===== src/rtl/cmp_timer_pkg.sv =====
// Shared constants for the compare timer: bus word addresses, field positions
// and the control register layout. Assumes a 32-bit bus and word addressing.
package cmp_timer_pkg;

    localparam int BUS_W     = 32;
    localparam int ADDR_W    = 3;

    localparam int A_CTRL    = 0;
    localparam int A_PRE     = 1;
    localparam int A_STAT    = 2;
    localparam int A_IEN     = 3;
    localparam int A_CNT     = 4;
    localparam int A_CMP0    = 5;

    localparam int XPRE_LSB  = 16;  // crystal prescaler field position
    localparam int SRST_BIT  = 15;  // software reset bit in control

    localparam logic [2:0] SRC_NONE   = 3'd0;
    localparam logic [2:0] SRC_PERIPH = 3'd1;
    localparam logic [2:0] SRC_HFREF  = 3'd2;
    localparam logic [2:0] SRC_EXT    = 3'd3;
    localparam logic [2:0] SRC_LFREF  = 3'd4;
    localparam logic [2:0] SRC_XTAL   = 3'd5;

    // Control bits [7:0], MSB first.
    typedef struct packed {
        logic       xdiv_en;
        logic [2:0] src;
        logic       free_run;
        logic       sleep_count;
        logic       fresh;
        logic       run;
    } ctrl_t;

endpackage


===== src/rtl/cmp_timer_div.sv =====
// Tick divider: passes one of every (ratio_m1+1) input ticks while enabled.
// Assumes tick_in is a one-cycle enable; a smaller new ratio takes effect at
// once because the terminal test is "greater or equal".
module cmp_timer_div #(
    parameter int W = 12
) (
    input  logic         clk,
    input  logic         rst_n,
    input  logic         clr,
    input  logic         en,
    input  logic         tick_in,
    input  logic [W-1:0] ratio_m1,
    output logic         tick_out
);

    logic [W-1:0] acc;
    logic         at_end;

    assign at_end   = (acc >= ratio_m1);
    assign tick_out = en & tick_in & at_end;

    // Advance the phase accumulator on each enabled input tick.
    always_ff @(posedge clk) begin
        if (!rst_n || clr) begin
            acc <= '0;
        end else if (en && tick_in) begin
            acc <= at_end ? '0 : acc + 1'b1;
        end
    end

    // every emitted tick starts a new division period.
    a_r2_phase_restart: assert property (@(posedge clk) disable iff (!rst_n)
        tick_out |=> (acc == '0));

endmodule


===== src/rtl/cmp_timer_src.sv =====
// Clock-source selection: picks one tick-enable input by source code and
// optionally divides the crystal ticks by a small prescaler. Reserved and
// zero codes yield no ticks.
module cmp_timer_src #(
    parameter int XPRE_W = 4
) (
    input  logic              clk,
    input  logic              rst_n,
    input  logic              clr,
    input  logic              en,
    input  logic [2:0]        src,
    input  logic              xdiv_en,
    input  logic [XPRE_W-1:0] xratio_m1,
    input  logic [4:0]        ticks,
    output logic              tick_sel
);
    import cmp_timer_pkg::*;

    logic xdiv_on;
    logic xtick;

    assign xdiv_on = en & (src == SRC_XTAL) & xdiv_en;

    cmp_timer_div #(.W(XPRE_W)) i_xdiv (
        .clk      (clk),
        .rst_n    (rst_n),
        .clr      (clr),
        .en       (xdiv_on),
        .tick_in  (ticks[4]),
        .ratio_m1 (xratio_m1),
        .tick_out (xtick)
    );

    // Route the selected source onto the common tick line.
    always_comb begin
        case (src)
            SRC_PERIPH: tick_sel = ticks[0];
            SRC_HFREF:  tick_sel = ticks[1];
            SRC_EXT:    tick_sel = ticks[2];
            SRC_LFREF:  tick_sel = ticks[3];
            SRC_XTAL:   tick_sel = xdiv_en ? xtick : ticks[4];
            default:    tick_sel = 1'b0;
        endcase
    end

    // codes 0, 6 and 7 never deliver a tick.
    a_r4_silent_codes: assert property (@(posedge clk) disable iff (!rst_n)
        (src == SRC_NONE || src == 3'd6 || src == 3'd7) |-> !tick_sel);

endmodule


===== src/rtl/cmp_timer_count.sv =====
// Counter with compare channels. On each step it either increments or, in
// restart mode on a channel-1 match, loads zero. Reports per-channel match
// pulses and a wrap pulse. Assumes step is already qualified by enable.
module cmp_timer_count #(
    parameter int CNT_W = 32,
    parameter int NCMP  = 3
) (
    input  logic                       clk,
    input  logic                       rst_n,
    input  logic                       clr,
    input  logic                       step,
    input  logic                       free_run,
    input  logic [NCMP-1:0][CNT_W-1:0] cmp,
    output logic [CNT_W-1:0]           count,
    output logic [NCMP-1:0]            hit,
    output logic                       wrap
);

    for (genvar i = 0; i < NCMP; i++) begin : g_hit
        assign hit[i] = step & (count == cmp[i]);
    end

    assign wrap = step & (&count);

    // Advance, restart or clear the count.
    always_ff @(posedge clk) begin
        if (!rst_n || clr) begin
            count <= '0;
        end else if (step) begin
            count <= (!free_run && hit[0]) ? '0 : count + 1'b1;
        end
    end

    // without a step the count does not move.
    a_r13_hold: assert property (@(posedge clk) disable iff (!rst_n)
        (!step && !clr) |=> (count == $past(count)));

    // restart mode returns to zero after a channel-1 match.
    a_r6_restart: assert property (@(posedge clk) disable iff (!rst_n)
        (step && !clr && !free_run && (count == cmp[0])) |=> (count == '0));

    // free-running mode wraps from all ones to zero.
    a_r5_wrap_zero: assert property (@(posedge clk) disable iff (!rst_n)
        (step && !clr && free_run && (&count)) |=> (count == '0));

endmodule


===== src/rtl/cmp_timer.sv =====
// Compare timer top: register file, bus decode, flag logic and interrupt.
// Assumes a single clock domain; all sources arrive as tick enables.
// Reads are combinational; writes land at the clock edge.
module cmp_timer #(
    parameter int CNT_W       = 32,
    parameter int PRE_W       = 12,
    parameter int XPRE_W      = 4,
    parameter int NCMP        = 3,
    parameter int SRST_CYCLES = 2
) (
    input  logic        clk,
    input  logic        rst_n,
    input  logic        bus_sel,
    input  logic        bus_wr,
    input  logic [2:0]  bus_addr,
    input  logic [31:0] bus_wdata,
    output logic [31:0] bus_rdata,
    input  logic [4:0]  src_ticks,
    input  logic        lowpwr,
    output logic        irq
);
    import cmp_timer_pkg::*;

    localparam int NST    = NCMP + 1;
    localparam int SRST_W = $clog2(SRST_CYCLES + 1);

    ctrl_t                     ctl;
    logic [PRE_W-1:0]          pre_main;
    logic [XPRE_W-1:0]         pre_x;
    logic [NST-1:0]            status;
    logic [NST-1:0]            ien;
    logic [NCMP-1:0][CNT_W-1:0] cmp_q;
    logic [SRST_W-1:0]         srst_cnt;

    logic                      srst_busy;
    logic                      wr;
    logic                      wr_ctrl;
    logic                      start_fresh;
    logic                      clr_all;
    logic                      active;
    logic                      tick_sel;
    logic                      step;
    logic [CNT_W-1:0]          count;
    logic [NCMP-1:0]           hit;
    logic                      wrap;
    logic [NST-1:0]            set_vec;
    logic [NST-1:0]            w1c;

    assign srst_busy   = (srst_cnt != '0);
    assign wr          = bus_sel & bus_wr & !srst_busy;
    assign wr_ctrl     = wr & (int'(bus_addr) == A_CTRL);
    assign start_fresh = wr_ctrl & !bus_wdata[SRST_BIT] & bus_wdata[0]
                         & bus_wdata[1] & !ctl.run;
    assign clr_all     = start_fresh | srst_busy;
    assign active      = ctl.run & !(lowpwr & !ctl.sleep_count);
    assign set_vec     = {wrap, hit};
    assign w1c         = (wr && int'(bus_addr) == A_STAT) ? bus_wdata[NST-1:0] : '0;
    assign irq         = |(status & ien);

    cmp_timer_src #(.XPRE_W(XPRE_W)) i_src (
        .clk       (clk),
        .rst_n     (rst_n),
        .clr       (clr_all),
        .en        (active),
        .src       (ctl.src),
        .xdiv_en   (ctl.xdiv_en),
        .xratio_m1 (pre_x),
        .ticks     (src_ticks),
        .tick_sel  (tick_sel)
    );

    cmp_timer_div #(.W(PRE_W)) i_main_div (
        .clk      (clk),
        .rst_n    (rst_n),
        .clr      (clr_all),
        .en       (active),
        .tick_in  (tick_sel),
        .ratio_m1 (pre_main),
        .tick_out (step)
    );

    cmp_timer_count #(.CNT_W(CNT_W), .NCMP(NCMP)) i_count (
        .clk      (clk),
        .rst_n    (rst_n),
        .clr      (clr_all),
        .step     (step),
        .free_run (ctl.free_run),
        .cmp      (cmp_q),
        .count    (count),
        .hit      (hit),
        .wrap     (wrap)
    );

    // Software reset countdown: load on request, count down to idle.
    always_ff @(posedge clk) begin
        if (!rst_n) begin
            srst_cnt <= '0;
        end else if (srst_busy) begin
            srst_cnt <= srst_cnt - 1'b1;
        end else if (wr_ctrl && bus_wdata[SRST_BIT]) begin
            srst_cnt <= SRST_W'(SRST_CYCLES);
        end
    end

    // Control register; a software-reset write leaves the fields untouched.
    always_ff @(posedge clk) begin
        if (!rst_n || srst_busy) begin
            ctl <= '0;
        end else if (wr_ctrl && !bus_wdata[SRST_BIT]) begin
            ctl <= ctrl_t'(bus_wdata[7:0]);
        end
    end

    // Prescaler and interrupt-enable registers.
    always_ff @(posedge clk) begin
        if (!rst_n || srst_busy) begin
            pre_main <= '0;
            pre_x    <= '0;
            ien      <= '0;
        end else begin
            if (wr && int'(bus_addr) == A_PRE) begin
                pre_main <= bus_wdata[PRE_W-1:0];
                pre_x    <= bus_wdata[XPRE_LSB +: XPRE_W];
            end
            if (wr && int'(bus_addr) == A_IEN) begin
                ien <= bus_wdata[NST-1:0];
            end
        end
    end

    // Status flags: hardware set has priority over write-one-to-clear.
    always_ff @(posedge clk) begin
        if (!rst_n || srst_busy) begin
            status <= '0;
        end else begin
            status <= (status & ~w1c) | set_vec;
        end
    end

    // Compare value registers, one per channel.
    for (genvar i = 0; i < NCMP; i++) begin : g_cmp
        always_ff @(posedge clk) begin
            if (!rst_n || srst_busy) begin
                cmp_q[i] <= '0;
            end else if (wr && int'(bus_addr) == A_CMP0 + i) begin
                cmp_q[i] <= bus_wdata[CNT_W-1:0];
            end
        end

        // a match pulse leaves its flag set in the next cycle.
        a_r7_hit_flag: assert property (@(posedge clk) disable iff (!rst_n)
            (hit[i] && !srst_busy) |=> status[i]);
    end

    // Read multiplexer.
    always_comb begin
        bus_rdata = '0;
        case (int'(bus_addr))
            A_CTRL: begin
                bus_rdata[7:0]      = ctl;
                bus_rdata[SRST_BIT] = srst_busy;
            end
            A_PRE: begin
                bus_rdata[PRE_W-1:0]            = pre_main;
                bus_rdata[XPRE_LSB +: XPRE_W]   = pre_x;
            end
            A_STAT:  bus_rdata[NST-1:0]   = status;
            A_IEN:   bus_rdata[NST-1:0]   = ien;
            A_CNT:   bus_rdata[CNT_W-1:0] = count;
            default: begin
                for (int i = 0; i < NCMP; i++) begin
                    if (int'(bus_addr) == A_CMP0 + i) bus_rdata[CNT_W-1:0] = cmp_q[i];
                end
            end
        endcase
    end

    // a wrap pulse raises the rollover flag.
    a_r5_rov_flag: assert property (@(posedge clk) disable iff (!rst_n)
        (wrap && !srst_busy) |=> status[NCMP]);

    // a clear of flag 0 with no coincident set leaves it low.
    a_r8_w1c: assert property (@(posedge clk) disable iff (!rst_n)
        (w1c[0] && !set_vec[0]) |=> !status[0]);

    // while the software reset runs, state returns to defaults.
    a_r10_srst_defaults: assert property (@(posedge clk) disable iff (!rst_n)
        srst_busy |=> (status == '0 && !ctl.run && count == '0));

    // a fresh start zeroes the count.
    a_r11_fresh_zero: assert property (@(posedge clk) disable iff (!rst_n)
        start_fresh |=> (count == '0));

endmodule


===== config.mk =====
export PLATFORM = sky130hd
export DESIGN_NAME = cmp_timer
export DESIGN_NICKNAME = d
export VERILOG_FILES = /design/src/rtl/cmp_timer_pkg.sv /design/src/rtl/cmp_timer_div.sv /design/src/rtl/cmp_timer_src.sv /design/src/rtl/cmp_timer_count.sv /design/src/rtl/cmp_timer.sv
export SDC_FILE = /design/constraint.sdc
export NUM_CORES = 1
export LEC_CHECK = 0
export ABC_AREA = 1
export BUFFER_PORTS_ARGS = -buffer_cell sky130_fd_sc_hd__buf_2
export CORE_ASPECT_RATIO = 1.5
export CORE_MARGIN = 3
export CORE_UTILIZATION = 35
export CTS_BUF_LIST = sky130_fd_sc_hd__clkbuf_16
export DETAILED_ROUTE_END_ITERATION = 8
export GPL_ROUTABILITY_DRIVEN = 1
export PLACE_DENSITY_LB_ADDON = 0.25
export SKIP_LAST_GASP = 1
export SLEW_MARGIN = 20
export SYNTH_ARGS = -nofsm -noshare
export SYNTH_HDL_FRONTEND = slang
export SYNTH_SLANG_ARGS = --single-unit

===== constraint.sdc =====
create_clock -name clk -period 2.63 [get_ports clk]
set_input_delay 0.1315 -clock clk [delete_from_list [all_inputs] [get_ports clk]]
set_output_delay 0.1315 -clock clk [all_outputs]
set_load 0.1 [all_outputs]

==> reports/metrics.csv, run 1 <==
metric,value,unit
slew_headroom,50.5,%
die-area,30300,sq um
drtAntennaViolNets,0,
fin_tns_setup,0,ps
syn_nets,1497,
placed_cell_area,10700,sq um
powerDensity,569,nW/um^2
ioPinCount,78,
grt.overflow.total,0,
crit_type,reg -> reg,
finalPower,6.56,mW
yosys_warnings,0,
clkTransAtPathRegs,70,ps
place.gp.congestion,0.904,
vdd.ir_drop.worst,0.526,mV
fin_crit_sh,90.3,%
crit_required,2950,ps
utilization,41.9,%
dp_hpwl,24300,um
cts_tree,built,
hp-start,bus_wdata[5],
hold_viol,0,
crit_slowest_cell,nand3_2,
crit_buf_inv,2,
yosysTopAreaCellShare,36.1,%
rsz0062_at_grt,no,
endpoint_kind,register,
root_buffer,clkbuf_16,
die_w,143,um
final_cell_mix,"285 x nor2_1, 228 x nand2_1, 178 x dfxtp_1, 153 x o21ai_0, 115 x inv_1",
fmax,421,MHz
critical-path-top-delay-family,simple AND/OR/NAND/NOR gates,
final_max_slew_viol_count,0,
vias,9736,
synth_cells,1431,
synthArstFlopShare,0,%
cp_max_fo,28,
final_layout_size_suffix_gt1_share,11.0,%
post_cts_buffers,0,
grt_pass1_vias,9336,
port-buffer-count,77,
gr-usage-all-layers,21.9,%
synth_top_area_cell,dfxtp_1,
final_cell_area,11500,sq um
synth-seq-area-share,36.1,%
setup_violations,0,
fin_skew,11.7,ps
die_height,212,um
ys_ff_latch,178,
drcViolationCount,0,
crit_chain,inv_1 > ha_1 > nand3_2 > nor3_4 > nand4_1 > nand2_2 > inv_2 > nand2_4 > nor2_1,
nets,1571,
clk_latency,450,ps
cts_buffer_depth,2,
r2r_start,srst_cnt[0],
cts-buffers-inserted,17,
cap_violations,0,
rr_worst_depth,9,
wire_per_inst,17.9,um
drt-initial-drc-count,620,
post-route-min-period,2380,ps
start_util,35.9,%
worstPathArrival,2700,ps
grt_max_degree,125,
core,27500,sq um
htreeDepth,4,
wl,33400,um
whs_endpoint,cmp_q[69],
syn_area_per_cell,6.90,sq um
syn_area,9880,sq um
final_common_cell,nor2_1,
antenna_found_initial,0,
area.growth.synth_to_final,16.7,%
p_leak,4.74,nW
ys_types,39,
vias_per_cell,5.23,
netlist_top_cells_area,"dfxtp_1 36%, nor2_1 11%, nand2_1 8.7%, o21ai_0 7.8%, xnor2_1 5.4%",
dr.pass1.iters,7,
ys.flop_type,dfxtp_1,
max_slew.worst_pin.slew,741,ps
r2r_end,i_count.count[22],
worstSetupStartpointType,register,
synth_edf_count,0,
whs_path_depth,3,
slowest_delay,370,ps
outcome,"finished, final reports clean",
grt_pass1_wl,51300,um
cts.sinks,178,
hold_path.class,in -> reg,
num_rows,74,
rrSetupSlack,250,ps
postCtsResizedCells,0,
through the flow:
stage / setup slack [ps] / hold WS (ps) / instances
after floorplan: -498 / 266 / 1431
after global placement: 316 / 392 / 1805
after detailed placement: 276 / 392 / 1805
after CTS: 256 / 1.16 / 1860
after global routing: 120 / 26.0 / 1860
final: 255 / 14.9 / 1861
kinds of logic (layout without fill, tap and decap cells):
kind of cell | Yosys count | count (layout) | share of synthesized area (%)
flops | 178 | 178 | 36.1
compound gates | 301 | 301 | 17.1
buf+inv | 201 | 288 | 8.36
fa+ha+maj | 21 | 21 | 2.66
simple gates | 629 | 629 | 26.8
xor+xnor | 101 | 101 | 8.96
other cells | 0 | 1 | 0
cell usage after synthesis, types with 2 or more instances:
cell         n
nor2_1     287
nand2_1    228
dfxtp_1    178
o21ai_0    153
inv_1      112
a21oi_1     96
xnor2_1     61
nand3_1     48
clkbuf_1    46
xor2_1      40
buf_2       33
nand4_1     27
ha_1        21
a221oi_1    15
nor3_1      15
a22o_1      13
o2111ai_1   11
o221ai_1     8
inv_2        4
buf_6        3
nor2_2       3
nor2_4       3
nor4_1       3
buf_4        2
nand2_2      2
nand2_4      2
nand3_2      2
nand3b_1     2
nand4_2      2
o22ai_1      2
registers in the layout (all words and copies together) (netlist names), 4 cells and up:
signal            count
cmp_q                96
ctl                   8
i_count.count        32
i_main_div.acc       12
i_src.i_xdiv.acc      4
ien                   4
pre_main             12
pre_x                 4
status                4
report_power, final:
part	switching [mW]	leakage [nW]	total, mW	internal [mW]
combinational	0.908	3.02	1.24	0.333
clock	1.11	0.289	2.49	1.37
sequential	0.0616	1.43	2.83	2.77
metal layers:
| metal | part of all wire (%) | vias to the layer above | global-route usage, % | wire length [um] |
|---|---|---|---|---|
| met4 | 4.7 | 0 | 11.3 | 1560 |
| met3 | 4.2 | 75 | 3.59 | 1390 |
| li1 | - | 4821 | - | - |
| met1 | 40 | 4597 | 24.3 | 13200 |
| met5 | 0 | - | 0 | 0 |
| met2 | 52 | 243 | 39.7 | 17200 |
repair_timing:
| item | in CTS | in global routing |
|---|---|---|
| endpoints found under the setup margin | 0 | 0 |
| hold buffers | 23 | 0 |
| hold endpoints to repair | 57 | 0 |
final cells by class:
type | count | area (sq um)
Clock buffer | 17 | 425
Clock inverter | 15 | 129
Inverter | 117 | 439
Fill cell | 2852 | 16000
Multi-Input combinational cell | 1052 | 5490
Antenna cell | 1 | 2.50
Timing Repair Buffer | 139 | 1050
Tap cell | 342 | 428
Sequential cell | 178 | 3560
worst max-delay path by stage:
| stage | slack (ps) | end | cells after the start | startpoint |
|---|---|---|---|---|
| finish | 250 | i_count.count[22] | 9 | srst_cnt[0] |
| global route | 120 | i_count.count[6] | 13 | pre_main[11] |
| CTS | 260 | i_count.count[22] | 9 | srst_cnt[0] |
| detailed placement | 280 | i_count.count[19] | 9 | srst_cnt[0] |
| global placement | 320 | i_count.count[25] | 9 | srst_cnt[0] |
| floorplan | -500 | bus_rdata[13] | 6 | bus_addr[0] |
worst reg2reg max path, delay by kind of cell (launching register included):
kind | cells | cell delay, ps
buffers and inverters | 2 | 220
flip-flops | 1 | 310
adder cells (fa/ha/maj) | 1 | 350
AND/OR/NAND/NOR | 6 | 1380
No activity file was read; power rests on OpenSTA's default activity.
==> run 2, diff against run 1 <==
Settings changed: CORE_UTILIZATION 35 to 43.
==> run 2 against run 1 <==
  * Die area is 18% lower
  * Sequential cell count unchanged
  * Power fell by 0.35%
  * Non-clock buffer count rose by 3
  * Core utilization up 8.9 points
  * Wire length shrank 4.3%
  * Final area down 0.87%
  * Worst hold slack gained 3.6 ps
  * Sequential share of layout area up 0.27 points
  * Combinational power is essentially flat
  * Cell count fell by 3.5%
==> reports/metrics.csv, run 2 (synthesis gave the netlist of run 1 again) <==
metric,value,unit
outcome,"finished, final reports clean",
start_util,44.0,%
utilization,50.9,%
cp_max_fo,28,
finalPower,6.54,mW
final_layout_size_suffix_gt1_share,11.2,%
num_rows,67,
nets,1574,
postCtsResizedCells,0,
powerDensity,572,nW/um^2
die_w,130,um
clkTransAtPathRegs,70,ps
fmax,432,MHz
drt-initial-drc-count,584,
reg.largest.list,"cmp_q x96, i_count.count x32",
place_ws,328,ps
grt.overflow.total,0,
final_common_cell,nor2_1,
final_cell_mix,"285 x nor2_1, 228 x nand2_1, 178 x dfxtp_1, 153 x o21ai_0, 113 x inv_1",
hold_slack,18.5,ps
setup_slack,316,ps
drcViolationCount,0,
core,22500,sq um
diodes,0,
worstSetupStartpointType,register,
busiest_layer,met2,
grt_max_degree,58,
crit_type,reg -> reg,
hold_path.class,in -> reg,
die_height,192,um
n_fill_cell,2252,
vias_per_cell,5.46,
largest-register,cmp_q,
final_max_slew_viol_count,0,
wire_per_inst,17.8,um
clk_latency,440,ps
fin_crit_sh,88.0,%
fin_tns_setup,0,ps
slew_headroom,51.2,%
cts.sinks,178,
port-buffer-count,77,
post_cts_buffers,0,
grt_pass1_wl,49800,um
ioPinCount,78,
htreeDepth,4,
cts_buffer_depth,2,
setup_violations,0,
use_met2,47.0,%
die-area,24900,sq um
holdBufCountCts,21,
drtAntennaViolNets,0,
use_met1,29.2,%
place.gp.congestion,0.884,
vdd.ir_drop.worst,0.444,mV
gr-usage-all-layers,25.9,%
fin_skew,11.6,ps
post-route-min-period,2310,ps
hold_viol,0,
antenna_found_initial,0,
vias,9800,
rsz0062_at_grt,no,
dp_hpwl,23400,um
dr.pass1.iters,5,
root_buffer,clkbuf_16,
cts_tree,built,
max_slew.worst_pin.slew,731,ps
endpoint_kind,register,
grt_pass1_vias,9401,
p_leak,4.74,nW
worstPathArrival,2630,ps
wl,31900,um
cap_violations,0,
largest_reg_flops,96,
area.growth.synth_to_final,15.7,%
cts-buffers-inserted,17,
crit_required,2950,ps
grtUsageMet3,3.53,%
==> run 2: critical path, cell delays in order, from the launching register on <==
cell,delay (ps)
dfxtp_1,310
inv_1,70
ha_1,320
nand3_2,350
nor3_4,280
nand4_1,120
nand2_2,190
inv_2,140
nand2_4,310
nor2_1,90
==> run 2: worst paths after layout <==
path            startpoint                end  slack, ps  depth (start not counted)
max            srst_cnt[0]  i_count.count[19]        320                          9
min          bus_wdata[10]          cmp_q[10]         20                          3
max reg2reg    srst_cnt[0]  i_count.count[19]        320                          9
min reg2reg      cmp_q[63]          cmp_q[63]        480                          2
==> run 2: final cells by class <==
| type | count | area [sq um] | share of cell area, % |
|---|---|---|---|
| Multi-Input combinational cell | 1052 | 5490 | 48.1 |
| Sequential cell | 178 | 3560 | 31.2 |
| Timing Repair Buffer | 142 | 1040 | 9.09 |
| Inverter | 117 | 439 | 3.84 |
| Clock buffer | 17 | 425 | 3.72 |
| Tap cell | 276 | 345 | 3.02 |
| Clock inverter | 13 | 124 | 1.08 |
==> run 2: power breakdown <==
group          internal, mW  total, mW  switching [mW]
Combinational         0.332       1.25           0.914
Clock                  1.37       2.46            1.09
Sequential             2.77       2.83          0.0611
Total                  4.48       6.54            2.06
==> run 2: through the flow <==
step	area, sq um	std cells
detailed placement	10700	1744
global placement	10700	1744
finish	11400	1795
CTS	11400	1795
global route	11400	1795
floorplan	9880	1431
==> run 2: routing by layer <==
layer | share of wire, % | routed length [um]
met5 | 0 | 0
met4 | 4.3 | 1370
met3 | 5.0 | 1600
met2 | 52 | 16500
met1 | 39 | 12500
